[config.mk]
export PLATFORM = sky130hd
export DESIGN_NAME = pcm_frame_port
export DESIGN_NICKNAME = d
export VERILOG_FILES = /design/src/rtl/pcm_frame_port.sv
export SDC_FILE = /design/constraint.sdc
export NUM_CORES = 1
export LEC_CHECK = 0
export BUFFER_PORTS_ARGS = -buffer_cell sky130_fd_sc_hd__buf_2
export CORE_UTILIZATION = 50
export CTS_CLUSTER_DIAMETER = 150
export DETAILED_ROUTE_END_ITERATION = 16
export PLACE_DENSITY = 0.7
export REMOVE_ABC_BUFFERS = 1
export SYNTH_ARGS = -nofsm -noshare
export SYNTH_HDL_FRONTEND = slang
export SYNTH_SLANG_ARGS = --single-unit
[constraint.sdc]
create_clock -name clk -period 1.81 [get_ports clk]
set_input_delay 0.543 -clock clk [delete_from_list [all_inputs] [get_ports clk]]
set_output_delay 0.543 -clock clk [all_outputs]
set_load 0.02 [all_outputs]
[src/rtl/pcm_frame_port.sv]
module pcm_frame_port #(
  parameter int DIV        = 4,
  parameter int FRAME_BITS = 256,
  parameter int WORD_BITS  = 8,
  parameter int LANES      = 2
) (
  input  logic                       clk,
  input  logic                       rst_n,
  input  logic                       ext_mode,
  input  logic                       sclk_in,
  output logic                       sclk_out,
  output logic                       sclk_oe,
  input  logic                       fsx_n,
  input  logic                       fsr_n,
  output logic                       frame_out,
  input  logic [LANES-1:0]           rx_lane,
  output logic [LANES-1:0]           tx_lane,
  input  logic [LANES-1:0]           tx_load,
  input  logic [LANES*WORD_BITS-1:0] tx_word,
  output logic [LANES*WORD_BITS-1:0] rx_word,
  output logic                       rx_valid
);
  localparam int HALF = DIV / 2;
  localparam int DW   = (HALF > 1) ? $clog2(HALF) : 1;
  localparam int FW   = (FRAME_BITS > 1) ? $clog2(FRAME_BITS) : 1;
  localparam int CW   = $clog2(WORD_BITS + 1);

  logic [DW-1:0]    div_cnt;
  logic             sclk_int;
  logic [FW-1:0]    bit_cnt;
  logic             sclk_s, sclk_d, fsx_s, fsr_s, fsx_last, fsr_last, oe_q;
  logic [LANES-1:0] rx_s;
  logic [CW-1:0]    rx_cnt;

  wire half_done = (div_cnt == DW'(HALF - 1));
  wire rise      = ext_mode ? (sclk_s & ~sclk_d) : (half_done & ~sclk_int);
  wire fall      = ext_mode ? (~sclk_s & sclk_d) : (half_done & sclk_int);
  wire in_frame  = (bit_cnt == '0);
  wire fsx_now   = ext_mode ? fsx_s : ~in_frame;
  wire fsr_now   = ext_mode ? fsr_s : ~in_frame;

  wire tx_start  = fall & ~fsx_now & fsx_last;
  wire tx_commit = fall & fsx_now & ~fsx_last;
  wire rx_start  = fall & ~fsr_now & fsr_last;
  wire rx_end    = ext_mode & fall & fsr_now & ~fsr_last;
  wire rx_busy   = (rx_cnt != CW'(WORD_BITS));
  wire rx_take   = fall & ~rx_start & ~rx_end & rx_busy;
  wire rx_fin    = ext_mode ? rx_end : (rx_take & (rx_cnt == CW'(WORD_BITS - 1)));

  assign sclk_out  = sclk_int;
  assign sclk_oe   = oe_q;
  assign frame_out = ~ext_mode & in_frame;

  always_ff @(posedge clk or negedge rst_n) begin
    if (!rst_n) begin
      div_cnt  <= '0;
      sclk_int <= 1'b1;
      bit_cnt  <= FW'(FRAME_BITS - 1);
      sclk_s   <= 1'b1;
      sclk_d   <= 1'b1;
      fsx_s    <= 1'b1;
      fsr_s    <= 1'b1;
      fsx_last <= 1'b1;
      fsr_last <= 1'b1;
      rx_s     <= '0;
      oe_q     <= 1'b0;
      rx_cnt   <= CW'(WORD_BITS);
      rx_valid <= 1'b0;
    end else begin
      oe_q   <= ~ext_mode;
      sclk_s <= sclk_in;
      sclk_d <= sclk_s;
      fsx_s  <= fsx_n;
      fsr_s  <= fsr_n;
      rx_s   <= rx_lane;
      if (half_done) begin
        div_cnt  <= '0;
        sclk_int <= ~sclk_int;
        if (!sclk_int)
          bit_cnt <= (bit_cnt == FW'(FRAME_BITS - 1)) ? '0 : bit_cnt + 1'b1;
      end else begin
        div_cnt <= div_cnt + 1'b1;
      end
      if (fall) begin
        fsx_last <= fsx_now;
        fsr_last <= fsr_now;
      end
      if (rx_start)                  rx_cnt <= '0;
      else if (rx_end || rx_fin)     rx_cnt <= CW'(WORD_BITS);
      else if (rx_take)              rx_cnt <= rx_cnt + 1'b1;
      rx_valid <= rx_fin;
    end
  end

  for (genvar l = 0; l < LANES; l++) begin : g_lane
    logic [WORD_BITS-1:0] hold, stage, tx_sh, rx_sh;
    logic                 loaded, tx_q;
    wire  [WORD_BITS-1:0] new_word = tx_word[l*WORD_BITS +: WORD_BITS];
    wire  [WORD_BITS-1:0] eff_word = tx_load[l] ? new_word : hold;
    wire                  eff_ok   = tx_load[l] | loaded;
    wire  [WORD_BITS-1:0] rx_next  = rx_take ? {rx_sh[WORD_BITS-2:0], rx_s[l]} : rx_sh;

    assign tx_lane[l] = tx_q;

    always_ff @(posedge clk or negedge rst_n) begin
      if (!rst_n) begin
        hold    <= '0;
        loaded  <= 1'b0;
        stage   <= '1;
        tx_sh   <= '1;
        tx_q    <= 1'b1;
        rx_sh   <= '0;
        rx_word[l*WORD_BITS +: WORD_BITS] <= '0;
      end else begin
        if (tx_commit) begin
          stage  <= eff_ok ? eff_word : '1;
          loaded <= 1'b0;
        end else if (tx_load[l]) begin
          hold   <= new_word;
          loaded <= 1'b1;
        end
        if (tx_start)   tx_sh <= stage;
        else if (rise)  tx_sh <= {tx_sh[WORD_BITS-2:0], 1'b1};
        if (rise)       tx_q  <= tx_sh[WORD_BITS-1];
        rx_sh <= rx_next;
        if (rx_fin) rx_word[l*WORD_BITS +: WORD_BITS] <= rx_next;
      end
    end
  end
endmodule

==> results by stage <==
Yosys:
- In this run, synthesis inferred 0 flip-flops with an integrated enable.
- Sorting the synthesized cells by area gives the leading types as sky130_fd_sc_hd__dfrtp_1 (29%), sky130_fd_sc_hd__dfstp_2 (27%), sky130_fd_sc_hd__mux2_2 (12%), sky130_fd_sc_hd__o32a_1 (3.2%), sky130_fd_sc_hd__o21a_1 (2.7%).
- The async set or reset register ratio after synthesis is 100%.
- The synthesized design spends more area on one cell type than any other, namely sky130_fd_sc_hd__dfrtp_1.
- In this run, synthesis produced a sequential element count of 108.
- The commonest register cell after synthesis is sky130_fd_sc_hd__dfrtp_1.
- Synthesis produced a netlist whose cell count is 376.
- The total of warnings raised by yosys is 0.
- The part of the Yosys area used for sequential elements is 55.9%.
- Of the post-synthesis cell area, the dominant cell type holds 29.4%.
- The commonest cells after synthesis are sky130_fd_sc_hd__dfrtp_1 (58), sky130_fd_sc_hd__mux2_2 (51), sky130_fd_sc_hd__dfstp_2 (50).
- A synthesized cell averages 13.1 um2.
- The most repeated cell in the gate-level netlist after synthesis is sky130_fd_sc_hd__dfrtp_1.
- The count of distinct cell types in the synthesized netlist is 55.
- The summed instance area of the synthesized netlist is 0.00494 mm2.

STA:
- The worst clock skew is 0.0194 ns.
- The max-slew violation count was 0.
- For the pin with the worst max-slew slack, the measured transition is 0.503 ns.
- Setup repair after global routing could not meet its margin everywhere.
- For this run, the top clock speed supported by timing is 485 MHz.
- The routed design could run at a clock period as short as 2.06 ns.
- The share of the clock period used by the worst path after layout is 114%.
- In the post-route analysis, the smallest setup slack over all paths is -0.252 ns.
- Headroom to the max-slew limit came out at 66.5%.
- The final number of hold-violating endpoints came to 0.
- After routing, the total negative slack on setup checks comes to -7.49 ns.
- The total setup violations reported at the end of the flow is 81.

Layout:
- The number of inserted diodes is 0.
- Compared with the post-synthesis result, the final layout area differs by 26.6%.
- With fillers left out, the area of the finished cells amounts to 0.00626 mm2.
- The multi-input combinational cells in the finished layout cover a total of 0.00225 mm2.
- The area used by sequential logic in the layout is 0.00277 mm2.
- Counting the fill cells in the layout gives 688.
- The post-route netlist has 54.5% of its cells at a drive strength greater than 1.
- The number of nets in the layout is 495.

Route:
- The count of unresolved DRC violations after routing is 0.
- The via-per-instance ratio is 5.49.
- The average wire length per cell after detail routing is 16.8 um.
- Summed over all layers, the routed wires come to 10100 um.
- For this block, the via count after detailed routing is 3291.
- After the first detailed-routing iteration, the DRC count stood at 119.
- The count of TritonRoute iterations in the first routing pass is 5.
- The residual antenna-violating net count after detailed routing is 0.

Critical path:
- The endpoint required time on the critical path is 1.27 ns.
- The largest single stage delay on the critical path is 0.55 ns.
- STA puts the critical path data arrival time at 1.52 ns.
- The minimum setup slack among reg-to-reg paths is -0.15 ns.
- In this run the critical register-to-register path is captured at g_lane[0].hold[4].
- The worst setup path is captured at an output pin.
- The total buffers and inverters traversed by the critical path is 2.
- The depth of the worst register-to-register path is 9.
- The startpoint kind of the worst setup timing path is a flop.
- Traced cell by cell, the critical path runs through inv_2 > ha_4 > nor4b_4 > and2_4 > buf_6.
- The startpoint of the most critical register-to-register path is bit_cnt[0].
- The kind of cell adding the most delay to the critical path is flip-flops.
- The highest-delay cell along the critical path is sky130_fd_sc_hd__dfstp_2.
- In this run the worst path has a maximum fanout of 2.
- The kind of critical path is reg2out.

Clocking:
- The clock latency at the later pin of the worst-skew pair is 0.37 ns.
- The clock tree from TritonCTS is yes.
- The clock slew seen by the registers of the worst setup and hold paths is 0.11 ns.
- The tree built by TritonCTS fans out to 108 sinks.
- The longest clock path from root to sink contains 2 buffers.
- For this design, the CTS-stage hold fixing added 0 buffers.
- CTS built an H-tree with a depth of 3.
- Counting the buffers created by CTS gives 9.
- The clock tree root driver cell is sky130_fd_sc_hd__clkbuf_8.

GRT:
- The global-route total usage across every layer is 20.5%.
- The global-route congestion overflow total is 0.
- The first global-routing pass estimated 16300 um of wire.
- The number of antenna violations at the first check in global routing is 0.
- Entering global routing, the biggest net connects 33 pins.
- The number of global-route vias before repair is 3230.

Floorplan:
- The die covers 0.0103 mm2.
- The die width is 101 um.
- The number of top-level pins is 48.
- In this run the core area contains 35 standard-cell rows.
- Measured along the y axis, the die boundary spans 101 um.
- The initial core utilization is 52.5%.
- The total core area is 0.00942 mm2.

Worst hold path:
- The kind of path behind the tightest hold check is in2async.

Power:
- The analysis attributes to cell leakage a power of 2.77 nW.
- Across the VDD grid, the largest voltage drop is 0.000922 V.
- In this run the power density over the cells is 1150 mW/mm2.
- Power comes to 0.00719 W.

Status:
- The run finished, with violations left.
- The final reports fail on negative setup slack.

Placement:
- The congestion estimate from routability-driven global placement came to 0.799.
- In this run the tool buffered the top-level ports with 47 buffer cells.
- The detailed placement HPWL is 6430 um.
- The total cell area at the placement stage is 0.00557 mm2.

Flow run:
- Across the run, the number of max-cap violations was 0.
[sequential cells by signal, summed over array words and instances (netlist names), 2 cells and up]
register       count
g_lane.hold       16
g_lane.rx_sh      16
g_lane.stage      16
g_lane.tx_sh      16
rx_word           16
bit_cnt            8
rx_cnt             4
g_lane.loaded      2
g_lane.tx_q        2
rx_s               2
[cells in the final DEF, fill, tap and decap left out, drive strengths merged, types with 2 or more instances in the layout]
| master | instances |
|---|---|
| nand4 | 2 |
| and2 | 15 |
| o211ai | 2 |
| o32a | 16 |
| and3 | 3 |
| nand3 | 3 |
| a31oi | 4 |
| nor2 | 7 |
| xnor2 | 4 |
| mux2i | 5 |
| buf | 96 |
| mux2 | 52 |
| and3b | 2 |
| clkinv | 4 |
| ha | 4 |
| o21a | 18 |
| dfstp | 50 |
| nor2b | 14 |
| dfrtp | 58 |
| nand2 | 21 |
| a221o | 13 |
| xor2 | 3 |
| a21oi | 7 |
| o21ai | 22 |
| inv | 12 |
| nand3b | 4 |
| clkbuf | 11 |
| a2bb2oi | 2 |
| a21boi | 3 |
[what timing repair did]
action	4_1_cts	5_1_grt
endpoints found under the setup margin	79	88
buffers inserted	11	7
endpoints found under the hold margin	0	0
gates resized for setup	30	47
gates cloned	3	0
pin swaps	21	7
[cell families after synthesis]
group,synth area share (%)
compound gates,15.0
xor+xnor,1.24
fa+ha+maj,1.01
buf+inv,3.49
flops,55.9
mux,12.9
simple gates,10.4
[power breakdown]
group          internal, W  switching, W  total [W]
Clock             0.000670      0.000868    0.00154
Sequential         0.00332      0.000493    0.00382
Combinational      0.00103      0.000798    0.00183
Total              0.00503       0.00216    0.00719
[metrics by stage]
stage                     setup WS, ns  util, %  hold WS [ns]  instances
after detailed placement        -0.344     59.1         0.390        569
after CTS                       -0.280     64.4         0.142        597
after floorplan                 -0.135        -         0.247        357
after global placement          -0.270     59.1         0.385        569
after global routing            -0.309     66.5         0.151        599
final                           -0.252     66.5         0.135        599
[metal layers]
layer / global-route usage (%) / up-vias / wire length [um]
li1: - / 1546 / -
met3: 3.52 / 15 / 310
met4: 6.47 / 0 / 135
met2: 33.0 / 59 / 4900
met5: 0 / - / 0
met1: 28.6 / 1671 / 4720
[how the worst max path moves through the flow]
stage | slack, ns | end | startpoint | cells past startpoint
final | -0.25 | frame_out | bit_cnt[0] | 5
after global placement | -0.27 | g_lane[1].rx_sh[0] | ext_mode | 6
after global routing | -0.31 | frame_out | bit_cnt[0] | 5
after floorplan | -0.13 | g_lane[0].rx_sh[0] | fsr_s | 4
after detailed placement | -0.34 | g_lane[0].rx_sh[1] | ext_mode | 6
after CTS | -0.28 | frame_out | bit_cnt[1] | 5
[layout make-up]
class	instances	area share [%]
timing repair buffer	97	13.3
inverter	11	0.660
sequential	108	44.2
clock inverter	6	1.34
clock buffer	10	2.04
tap	129	2.58
multi-input combinational	238	35.9
[worst register-to-register path: cells and delay by family, from the launching register on]
family / cells / cell delay, ns
buffers and inverters: 4 / 0.53
flip-flops: 1 / 0.55
multiplexers: 1 / 0.30
AO/OA/AOI/OAI: 2 / 0.22
AND/OR/NAND/NOR: 1 / 0.12
adder cells (fa/ha/maj): 1 / 0.15
Power figures use the tool's default switching activity.
